[src/rtl/dlrx_pkg.sv]
package dlrx_pkg;
  localparam int BYTE_W = 8;
  localparam logic [BYTE_W-1:0] FLAG_PAT = 8'h7E;

  typedef struct packed {
    logic shift;    // a qualified bit enters the datapath
    logic hdlcWr;   // an aligned packet octet is complete
    logic bomDone;  // a well-formed message has ended
  } dlStrobe_t;

  typedef enum logic [1:0] {
    BOM_EVERY    = 2'd0,
    BOM_ONCHANGE = 2'd1,
    BOM_VOTE     = 2'd2,
    BOM_VOTE_B   = 2'd3
  } bomSel_t;
endpackage

[src/rtl/dlrx_ctrl.sv]
module dlrx_ctrl
  import dlrx_pkg::*;
#(
  parameter int RUN_LEN = 8,
  parameter int CODE_W  = 6
) (
  input  logic       clk,
  input  logic       rstN,
  input  logic       bitIn,
  input  logic       bitValid,
  input  logic       hdlcEn,
  input  logic       bomEn,
  input  logic       flagNow,
  output dlStrobe_t  strb,
  output logic       inBom
);
  localparam int RUN_W  = $clog2(RUN_LEN + 1);
  localparam int TAIL   = CODE_W + 1;          // code bits plus stop bit
  localparam int TAIL_W = $clog2(TAIL + 1);
  localparam int BCNT_W = $clog2(BYTE_W);

  logic [RUN_W-1:0]  onesRun;
  logic              synced;
  logic [BCNT_W-1:0] byteCnt;
  logic              collecting;
  logic [TAIL_W-1:0] tailCnt;

  logic autoMode, runHit, byteEnd, tailEnd;

  assign autoMode = hdlcEn && bomEn;
  assign runHit   = bitIn && (onesRun >= RUN_W'(RUN_LEN - 1));
  assign byteEnd  = (byteCnt == BCNT_W'(BYTE_W - 1));
  assign tailEnd  = collecting && (tailCnt == TAIL_W'(TAIL - 1));

  always_comb begin
    strb.shift   = bitValid;
    strb.hdlcWr  = bitValid && !inBom && hdlcEn && synced && byteEnd &&
                   !flagNow && !(autoMode && runHit);
    strb.bomDone = bitValid && inBom && bomEn && tailEnd && !bitIn &&
                   !(autoMode && flagNow);
  end

  always_ff @(posedge clk) begin
    if (!rstN) begin
      inBom      <= 1'b0;
      onesRun    <= '0;
      synced     <= 1'b0;
      byteCnt    <= '0;
      collecting <= 1'b0;
      tailCnt    <= '0;
    end else begin
      if (!bomEn)       inBom <= 1'b0;
      else if (!hdlcEn) inBom <= 1'b1;

      if (bitValid) begin
        if (bitIn) begin
          if (onesRun != RUN_W'(RUN_LEN)) onesRun <= onesRun + 1'b1;
        end else begin
          onesRun <= '0;
        end

        if (!inBom) begin
          if (autoMode && runHit) begin
            inBom      <= 1'b1;
            synced     <= 1'b0;
            collecting <= 1'b0;
          end else if (flagNow) begin
            synced  <= 1'b1;
            byteCnt <= '0;
          end else if (synced) begin
            byteCnt <= byteCnt + 1'b1;
          end
        end else begin
          if (autoMode && flagNow) begin
            inBom      <= 1'b0;
            synced     <= 1'b1;
            byteCnt    <= '0;
            collecting <= 1'b0;
          end else if (collecting) begin
            if (tailEnd) begin
              collecting <= 1'b0;
              onesRun    <= '0;
            end else begin
              tailCnt <= tailCnt + 1'b1;
            end
          end else if (!bitIn && onesRun == RUN_W'(RUN_LEN)) begin
            collecting <= 1'b1;
            tailCnt    <= '0;
          end
        end
      end
    end
  end

  assert_forced_bom_R9: assert property (@(posedge clk) disable iff (!rstN)
    (bomEn && !hdlcEn) |=> inBom);

  assert_bom_off_R9: assert property (@(posedge clk) disable iff (!rstN)
    !bomEn |=> !inBom);

  assert_enter_on_ones_R2: assert property (@(posedge clk) disable iff (!rstN)
    ($rose(inBom) && $past(hdlcEn) && $past(bomEn)) |-> $past(bitValid && bitIn));

  assert_leave_on_flag_R3: assert property (@(posedge clk) disable iff (!rstN)
    ($fell(inBom) && $past(bomEn)) |-> $past(flagNow));

  assert_one_strobe_R4: assert property (@(posedge clk) disable iff (!rstN)
    !(strb.hdlcWr && strb.bomDone));
endmodule

[src/rtl/dlrx_data.sv]
module dlrx_data
  import dlrx_pkg::*;
#(
  parameter int DEPTH      = 64,
  parameter int CODE_W     = 6,
  parameter int VOTE_DEPTH = 10,
  parameter int VOTE_NEED  = 7
) (
  input  logic                         clk,
  input  logic                         rstN,
  input  logic                         bitIn,
  input  dlStrobe_t                    strb,
  input  logic [1:0]                   bomMode,
  input  logic                         rdEn,
  output logic                         flagNow,
  output logic [BYTE_W-1:0]            rdData,
  output logic                         rdEmpty,
  output logic [$clog2(DEPTH+1)-1:0]   fifoCount,
  output logic                         overflow
);
  localparam int PTR_W = $clog2(DEPTH);
  localparam int CNT_W = $clog2(DEPTH + 1);
  localparam int HIST  = VOTE_DEPTH - 1;   // older entries kept beside the new code
  localparam int VC_W  = $clog2(VOTE_DEPTH + 1);

  // bit window
  logic [BYTE_W-2:0] sr;
  logic [BYTE_W-1:0] srNext;
  assign srNext  = {sr, bitIn};
  assign flagNow = strb.shift && (srNext == FLAG_PAT);

  always_ff @(posedge clk) begin
    if (!rstN)           sr <= '0;
    else if (strb.shift) sr <= srNext[BYTE_W-2:0];
  end

  logic [CODE_W-1:0] code;
  assign code = srNext[CODE_W:1];

  // vote history of well-formed codes
  logic [CODE_W-1:0]     hist [HIST];
  logic [HIST-1:0]       histVld;
  logic [VOTE_DEPTH-1:0] hit;
  logic [VC_W-1:0]       voteCnt;

  assign hit[0] = 1'b1;
  for (genvar g = 1; g < VOTE_DEPTH; g++) begin : gVote
    assign hit[g] = histVld[g-1] && (hist[g-1] == code);
  end
  assign voteCnt = VC_W'($countones(hit));

  always_ff @(posedge clk) begin
    if (!rstN) begin
      histVld <= '0;
      for (int i = 0; i < HIST; i++) hist[i] <= '0;
    end else if (strb.bomDone) begin
      hist[0]    <= code;
      histVld[0] <= 1'b1;
      for (int i = 1; i < HIST; i++) begin
        hist[i]    <= hist[i-1];
        histVld[i] <= histVld[i-1];
      end
    end
  end

  // acceptance policy
  logic [CODE_W-1:0] lastCode;
  logic              lastVld;
  logic              isNew, accept, bomWr;

  assign isNew = !lastVld || (code != lastCode);

  always_comb begin
    unique case (bomSel_t'(bomMode))
      BOM_EVERY:    accept = 1'b1;
      BOM_ONCHANGE: accept = isNew;
      BOM_VOTE,
      BOM_VOTE_B:   accept = isNew && (voteCnt >= VC_W'(VOTE_NEED));
      default:      accept = 1'b0;
    endcase
  end
  assign bomWr = strb.bomDone && accept;

  always_ff @(posedge clk) begin
    if (!rstN) begin
      lastCode <= '0;
      lastVld  <= 1'b0;
    end else if (bomWr) begin
      lastCode <= code;
      lastVld  <= 1'b1;
    end
  end

  // receive FIFO
  logic [BYTE_W-1:0] mem [DEPTH];
  logic [PTR_W-1:0]  wrPtr, rdPtr;
  logic              wrReq, full, doRead, doWrite;
  logic [BYTE_W-1:0] wrData;

  assign wrReq   = strb.hdlcWr || bomWr;
  assign wrData  = strb.hdlcWr ? srNext : BYTE_W'(code);
  assign full    = (fifoCount == CNT_W'(DEPTH));
  assign rdEmpty = (fifoCount == '0);
  assign rdData  = mem[rdPtr];
  assign doRead  = rdEn && !rdEmpty;
  assign doWrite = wrReq && !overflow && (!full || doRead);

  always_ff @(posedge clk) begin
    if (doWrite) mem[wrPtr] <= wrData;
  end

  always_ff @(posedge clk) begin
    if (!rstN) begin
      wrPtr     <= '0;
      rdPtr     <= '0;
      fifoCount <= '0;
      overflow  <= 1'b0;
    end else begin
      if (doWrite) wrPtr <= wrPtr + 1'b1;
      if (doRead)  rdPtr <= rdPtr + 1'b1;
      if (doWrite && !doRead)      fifoCount <= fifoCount + 1'b1;
      else if (doRead && !doWrite) fifoCount <= fifoCount - 1'b1;
      if (doRead)                       overflow <= 1'b0;
      else if (wrReq && !doWrite)       overflow <= 1'b1;
    end
  end

  assert_count_bound_R10: assert property (@(posedge clk) disable iff (!rstN)
    int'(fifoCount) <= DEPTH);

  assert_count_step_R10: assert property (@(posedge clk) disable iff (!rstN)
    (int'(fifoCount) == int'($past(fifoCount))) ||
    (int'(fifoCount) == int'($past(fifoCount)) + 1) ||
    (int'(fifoCount) + 1 == int'($past(fifoCount))));

  assert_overflow_from_full_R11: assert property (@(posedge clk) disable iff (!rstN)
    $rose(overflow) |-> (int'($past(fifoCount)) == DEPTH));

  assert_no_write_blocked_R11: assert property (@(posedge clk) disable iff (!rstN)
    (overflow && !rdEn) |=> (fifoCount <= $past(fifoCount)));
endmodule

[src/rtl/dl_switch_rx.sv]
module dl_switch_rx
  import dlrx_pkg::*;
#(
  parameter int DEPTH      = 64,
  parameter int RUN_LEN    = 8,
  parameter int CODE_W     = 6,
  parameter int VOTE_DEPTH = 10,
  parameter int VOTE_NEED  = 7
) (
  input  logic                        clk,
  input  logic                        rstN,
  input  logic                        bitIn,
  input  logic                        bitValid,
  input  logic                        hdlcEn,
  input  logic                        bomEn,
  input  logic [1:0]                  bomMode,
  input  logic                        rdEn,
  output logic [7:0]                  rdData,
  output logic                        rdEmpty,
  output logic [$clog2(DEPTH+1)-1:0]  fifoCount,
  output logic                        overflow,
  output logic                        inBomMode
);
  dlStrobe_t strb;
  logic      flagNow;

  dlrx_ctrl #(.RUN_LEN(RUN_LEN), .CODE_W(CODE_W)) uCtrl (
    .clk      (clk),
    .rstN     (rstN),
    .bitIn    (bitIn),
    .bitValid (bitValid),
    .hdlcEn   (hdlcEn),
    .bomEn    (bomEn),
    .flagNow  (flagNow),
    .strb     (strb),
    .inBom    (inBomMode)
  );

  dlrx_data #(.DEPTH(DEPTH), .CODE_W(CODE_W), .VOTE_DEPTH(VOTE_DEPTH),
              .VOTE_NEED(VOTE_NEED)) uData (
    .clk       (clk),
    .rstN      (rstN),
    .bitIn     (bitIn),
    .strb      (strb),
    .bomMode   (bomMode),
    .rdEn      (rdEn),
    .flagNow   (flagNow),
    .rdData    (rdData),
    .rdEmpty   (rdEmpty),
    .fifoCount (fifoCount),
    .overflow  (overflow)
  );
endmodule

[config.mk]
export PLATFORM = sky130hd
export DESIGN_NAME = dl_switch_rx
export DESIGN_NICKNAME = d
export VERILOG_FILES = /design/src/rtl/dlrx_pkg.sv /design/src/rtl/dlrx_ctrl.sv /design/src/rtl/dlrx_data.sv /design/src/rtl/dl_switch_rx.sv
export SDC_FILE = /design/constraint.sdc
export NUM_CORES = 1
export LEC_CHECK = 0
export ABC_AREA = 1
export BUFFER_PORTS_ARGS = -buffer_cell sky130_fd_sc_hd__buf_4
export CORE_MARGIN = 4
export CORE_UTILIZATION = 50
export DETAILED_ROUTE_END_ITERATION = 6
export PLACE_DENSITY = 0.68
export SKIP_CTS_REPAIR_TIMING = 1
export SYNTH_ARGS = -nofsm -noshare
export SYNTH_HDL_FRONTEND = slang
export SYNTH_SLANG_ARGS = --single-unit
[constraint.sdc]
create_clock -name clk -period 15.28 [get_ports clk]
set_input_delay 0.764 -clock clk [delete_from_list [all_inputs] [get_ports clk]]
set_output_delay 0.764 -clock clk [all_outputs]
set_load 0.05 [all_outputs]
==> results.cfg, run 1 <==
[status]
status = finished clean

[final_layout]
final_layout_size_suffix_gt1_frac = 0.0751
diodes = 0
nets = 2369
fillers = 4367
stdcell_count = 3071
areaGrowthSynthToFinish_pct = 9.74

[synth]
yosys_warnings = 0
synth_top_area_share = 0.641
synth_most_common_cell = edfxtp_1
synth_compound_area_frac = 0.109
synth_mux_area_frac = 0
synth-simple-area-share = 0.138
synth_area_mm2 = 0.0265
postSynthCellCount = 2371
yosysSeqAreaShare = 0.688
synth_xor_area_frac = 0.00595
synth_edf_count = 566
synth_top_family_by_area = simple AND/OR/NAND/NOR gates
synth_seq_cells = 628
synthAdderAreaFrac = 0.0147
synth_common_cells = 566 x edfxtp_1, 412 x nor2_1, 363 x nand2_1, 288 x o21ai_0, 160 x o22ai_1
synth_nets = 2407
async_flop_share = 0
syn_area_per_cell_um2 = 11.2
synth_top_area_cell = edfxtp_1
synth_area_leaders = edfxtp_1 64%, nor2_1 5.8%, o21ai_0 5.4%, nand2_1 5.1%, dfxtp_1 4.7%
ys.flop_type = edfxtp_1
yosysUniqueCellTypes = 40

[timing]
slew_violations = 0
setup-violations-final = 0
relSlewSlack = 0.192
fin_crit_sh = 0.437
fmax_mhz = 150
final_hold_viol_count = 0
final.min_clock_period_ns = 6.68
worstMarginPinSlew_ns = 1.21
fin_ws_ns = 8.60
skew_ns = 0.0204
grt_setup_unrepaired = no
tns_ns = 0

[min_path]
hold_class = primary input to register

[power]
ir_worst_vdd_mv = 0.190
p_leak_nw = 10.1
finalPower_w = 0.00420
power_density_mw_per_mm2 = 144

[worst_setup_path]
crit_required_ns = 15.80
critPathMostFrequentCell = inv_1
worstSetupEndpointType = register
crit_end = uData.fifoCount[5]$_SDFFE_PN0P_
worstSetupStartpoint = uData.sr[3]$_SDFFE_PN0P_
r2r_slack_ns = 8.60
cp-start-kind = register
r2r-start = uData.sr[3]$_SDFFE_PN0P_
cpMaxStageDelayCell = dfxtp_1
cp_data_arrival_time_ns = 7.20
cp_max_fo = 16
slowest_delay_ns = 0.74
r2r_cells = 33
worstSetupPathType = register to register
r2r-end = uData.fifoCount[5]$_SDFFE_PN0P_

[grt]
grt_usage = 0.223
grt_first_pass_wirelength_mm = 99.3
grt_max_degree = 146
antenna_found_initial = 0
grt_pass1_vias = 17700
overflow = 0

[placement]
post-place-ws_ns = 8.66
place_hpwl_mm = 37.3
place_congestion = 0.874
port_buffers = 26
dpl.cell_count = 2960

[cts]
cts.sinks = 628
cts_tree = built
numCtsBuffers = 59
clk_latency_ns = 0.63
cts_root_buf = clkbuf_16
clkTransAtPathRegs_ns = 0.06
htreeDepth = 2
clock_path_buffers = 3

[route]
drc = 0
wire_per_inst_um = 20.9
drt_wl_total_mm = 64.0
antenna_left = 0
drt_iter0_markers = 2074
via_per_inst = 5.87
via_count = 18000
dr.pass1.iters = 5

[floorplanning]
dieHeight_um = 238
dieArea_mm2 = 0.0568
start_util = 0.505
io_pins = 27
die_x_um = 238
coreArea_mm2 = 0.0526
rows = 84

[job]
cap_violations = 0
-- flip-flops by register name, indices dropped and copies added (netlist names), 4 cells and up, named ones only --
name,flops
uData.wrPtr,6
uData.histVld,9
uCtrl.onesRun,4
uData.mem,512
uData.lastCode,6
uData.sr,7
uData.rdPtr,6
uData.fifoCount,7
uData.hist,54
-- cells in the final DEF, fill, tap and decap left out, types with 5 or more instances in the layout --
master,instances
ha_1,20
o22ai_1,160
nand3_1,81
nand2_2,7
nor3_1,5
clkbuf_16,59
nor2_1,410
edfxtp_1,566
a21oi_1,48
clkbuf_1,10
xnor2_1,8
nand2_1,361
fa_1,7
clkinv_2,16
clkbuf_8,5
dfxtp_1,59
inv_2,6
nor4_1,9
bufinv_16,6
buf_4,43
inv_1,126
o21ai_0,282
o21ai_1,13
o2111ai_1,5
xor2_1,10
clkinv_1,8
o21ai_4,6
a221oi_1,5
-- report_power, final --
group          internal (W)  leakage (nW)  switching, W
registers           0.00189          5.61     0.0000531
logic              0.000229          3.54      0.000565
clock network      0.000837         0.961      0.000626
-- critical path, delay by kind of cell, from the launching register on --
kind	cells	cell delay, ns
AO/OA/AOI/OAI	5	0.94
XOR/XNOR	1	0.15
adder cells (fa/ha/maj)	7	2.55
buffers and inverters	8	1.00
flip-flops	1	0.74
AND/OR/NAND/NOR	12	1.18
-- worst min path at each step --
stage	slack [ns]	startpoint	cells after the start	end
after floorplan	0.44	uData.lastVld$_SDFFE_PN0P_	2	uData.lastVld$_SDFFE_PN0P_
after global placement	0.45	uCtrl.onesRun[3]$_SDFFE_PN0P_	2	uCtrl.onesRun[3]$_SDFFE_PN0P_
after detailed placement	0.46	uCtrl.onesRun[3]$_SDFFE_PN0P_	2	uCtrl.onesRun[3]$_SDFFE_PN0P_
after CTS	0.40	bomEn	3	uCtrl.inBom$_SDFF_PN0_
after global routing	0.43	bomEn	3	uCtrl.inBom$_SDFF_PN0_
final	0.44	bomEn	3	uCtrl.inBom$_SDFF_PN0_
-- metrics by stage --
step / hold slack [ns] / util / cell area [um2]
CTS: 0.396 / 0.554 / 29100
global placement: 0.452 / 0.517 / 27100
detailed placement: 0.462 / 0.517 / 27100
floorplan: 0.436 / - / 26500
finish: 0.436 / 0.554 / 29100
global route: 0.431 / 0.554 / 29100
-- cells by family (layout without fill, tap and decap cells) --
group,count (synthesis),after routing
simple gates,892,892
buf+inv,278,290
fa+ha+maj,27,27
flops,628,628
compound gates,528,528
xor+xnor,18,18
-- layer usage --
| layer | track usage | up-vias | routed length, um |
|---|---|---|---|
| met5 | 0 | - | 0 |
| met4 | 0.0665 | 0 | 1740 |
| met3 | 0.0504 | 123 | 6070 |
| met2 | 0.351 | 905 | 29500 |
| met1 | 0.315 | 8707 | 26700 |
| li1 | - | 8291 | - |
-- layout make-up --
class	instances	area (um2)	area share
Tap cell	688	861	0.0296
Clock inverter	37	368	0.0126
Multi-Input combinational cell	1465	7200	0.247
Timing Repair Buffer	43	323	0.0111
Inverter	136	520	0.0179
Sequential cell	628	18200	0.627
Clock buffer	74	1580	0.0544
Note: power is estimated with default switching activity, not from simulation.
==> run 2, diff against run 1 <==
--- a/config.mk
+++ b/config.mk
@@ -10,7 +10,7 @@
 export CORE_MARGIN = 4
 export CORE_UTILIZATION = 50
 export DETAILED_ROUTE_END_ITERATION = 6
-export PLACE_DENSITY = 0.68
+export PLACE_DENSITY = 0.71
 export SKIP_CTS_REPAIR_TIMING = 1
 export SYNTH_ARGS = -nofsm -noshare
 export SYNTH_HDL_FRONTEND = slang
==> constraint.sdc (replaced) <==
create_clock -name clk -period 6.1 [get_ports clk]
set_input_delay 0.305 -clock clk [delete_from_list [all_inputs] [get_ports clk]]
set_output_delay 0.305 -clock clk [all_outputs]
set_load 0.05 [all_outputs]
==> run 2 against run 1 <==
Final cell count up 2.8%; highest routed layer unchanged; clock skew up 0.0014 ns; clock power up 150%; maximum frequency up 17%; first-iteration DRC count down 5.5%; flip-flop and latch count unchanged; global-route usage down 0.13 points; worst setup slack worse by 8.2 ns; combinational power rose to 2.5 times the previous value.
==> results.cfg, run 2 (synthesized netlist as in run 1, its figures left out) <==
[status]
status = finished clean

[timing]
tns_ns = 0
relSlewSlack = 0.168
final.min_clock_period_ns = 5.70
setup-violations-final = 0
final_hold_viol_count = 0
fin_crit_sh = 0.934
worstMarginPinSlew_ns = 1.24
grt_setup_unrepaired = no
holdWs_ns = 0.000780
skew_ns = 0.0217
fmax_mhz = 176
slew_violations = 0

[worst_setup_path]
r2r-end = uData.fifoCount[6]$_SDFFE_PN0P_
cp-start-kind = register
slowest_delay_ns = 0.53
cpMaxStageDelayCell = fa_1
r2r_slack_ns = 0.40
cp_data_arrival_time_ns = 6.24
worstSetupEndpointType = register
crit_required_ns = 6.64
r2r_cells = 35
critPathMostFrequentCell = nand2_1
r2r-start = uData.hist[2][5]$_SDFFCE_PN0P_
worstSetupPathType = register to register
cp_max_fo = 13

[final_layout]
areaGrowthSynthToFinish_pct = 12.4
postLayoutCoreUtil = 0.567
nets = 2457
largest_reg_flops = 512
layout_commonest_cell = edfxtp_1
final_layout_size_suffix_gt1_frac = 0.112
max_flop_register = uData.mem
top_regs = uData.mem: 512 flops, uData.hist: 54 flops, uData.histVld: 9 flops
diodes = 0
final_cell_mix = 566 x edfxtp_1, 410 x nor2_1, 361 x nand2_1

[floorplanning]
io_pins = 27
start_util = 0.505
dieHeight_um = 238
coreArea_mm2 = 0.0526
die_x_um = 238
rows = 84
dieArea_mm2 = 0.0568

[cts]
clk_latency_ns = 0.63
cts_root_buf = clkbuf_16
clkTransAtPathRegs_ns = 0.06
cts.sinks = 628
clock_path_buffers = 3
htreeDepth = 2
numCtsBuffers = 60
cts_tree = built

[route]
drt_iter0_markers = 1959
antenna_left = 0
via_per_inst = 5.83
drt_wl_total_mm = 64.4
wire_per_inst_um = 20.4
drc = 0
via_count = 18400
dr.pass1.iters = 5

[min_path]
hold_class = primary input to register
worstHoldStart = bitValid
hold_depth = 2
worstHoldEndpoint = uData.sr[2]$_SDFFE_PN0P_

[placement]
place_congestion = 0.919
place_hpwl_mm = 37.5
port_buffers = 26

[grt]
antenna_found_initial = 0
grt_usage = 0.222
overflow = 0
grt_max_degree = 139
grt_pass1_vias = 17900
grt_first_pass_wirelength_mm = 99.6

[power]
finalPower_w = 0.0105
p_leak_nw = 10.6
ir_worst_vdd_mv = 0.356
power_density_mw_per_mm2 = 352

[job]
cap_violations = 0
-- run 2: final cells by class --
| type | instances | area (um2) |
|---|---|---|
| fillers | 4256 | 22800 |
| flip-flops and latches | 628 | 18300 |
| multi-input cells | 1465 | 7250 |
| clock buffers | 76 | 1580 |
| repair buffers | 130 | 993 |
| well taps | 688 | 861 |
| inverters | 136 | 532 |
| clock inverters | 35 | 325 |
-- run 2: worst max-delay path: cells and delay by family, from the launching register on --
family	cells	cell delay [ns]
fa+ha+maj	7	2.65
flops	1	0.39
compound gates	4	0.55
xor+xnor	1	0.13
buf+inv	7	0.56
simple gates	16	1.34
-- run 2: where the power goes --
part	internal, W	switching, W
clock network	0.00205	0.00159
registers	0.00472	0.000143
logic	0.000597	0.00139
total	0.00737	0.00313
-- run 2: metrics by stage --
stage,setup WS [ns],cell area (um2),cells
after CTS,0.0873,29700,3154
after global placement,0.273,27800,3043
after detailed placement,0.151,27800,3043
final,0.403,29800,3158
after floorplan,0.605,26500,2371
after global routing,0.0275,29800,3158
-- run 2: worst max-delay path by stage --
stage	from	endpoint	slack (ns)	cells past startpoint
6_report	uData.hist[2][5]$_SDFFCE_PN0P_	uData.fifoCount[6]$_SDFFE_PN0P_	0.40	35
5_1_grt	uData.hist[2][5]$_SDFFCE_PN0P_	uData.fifoCount[6]$_SDFFE_PN0P_	0.03	35
4_1_cts	uData.sr[1]$_SDFFE_PN0P_	uData.fifoCount[5]$_SDFFE_PN0P_	0.09	33
3_5_place_dp	uData.sr[1]$_SDFFE_PN0P_	uData.fifoCount[5]$_SDFFE_PN0P_	0.15	33
3_3_place_gp	uData.sr[1]$_SDFFE_PN0P_	uData.fifoCount[5]$_SDFFE_PN0P_	0.27	33
2_1_floorplan	uData.sr[5]$_SDFFE_PN0P_	uData.fifoCount[5]$_SDFFE_PN0P_	0.60	32
-- run 2: routing by layer --
layer,part of all wire,global-route usage,vias to the layer above
met4,0.033,0.0850,0
met2,0.47,0.358,800
li1,-,-,8469
met1,0.42,0.311,9004
met5,0,0,-
met3,0.075,0.0296,137
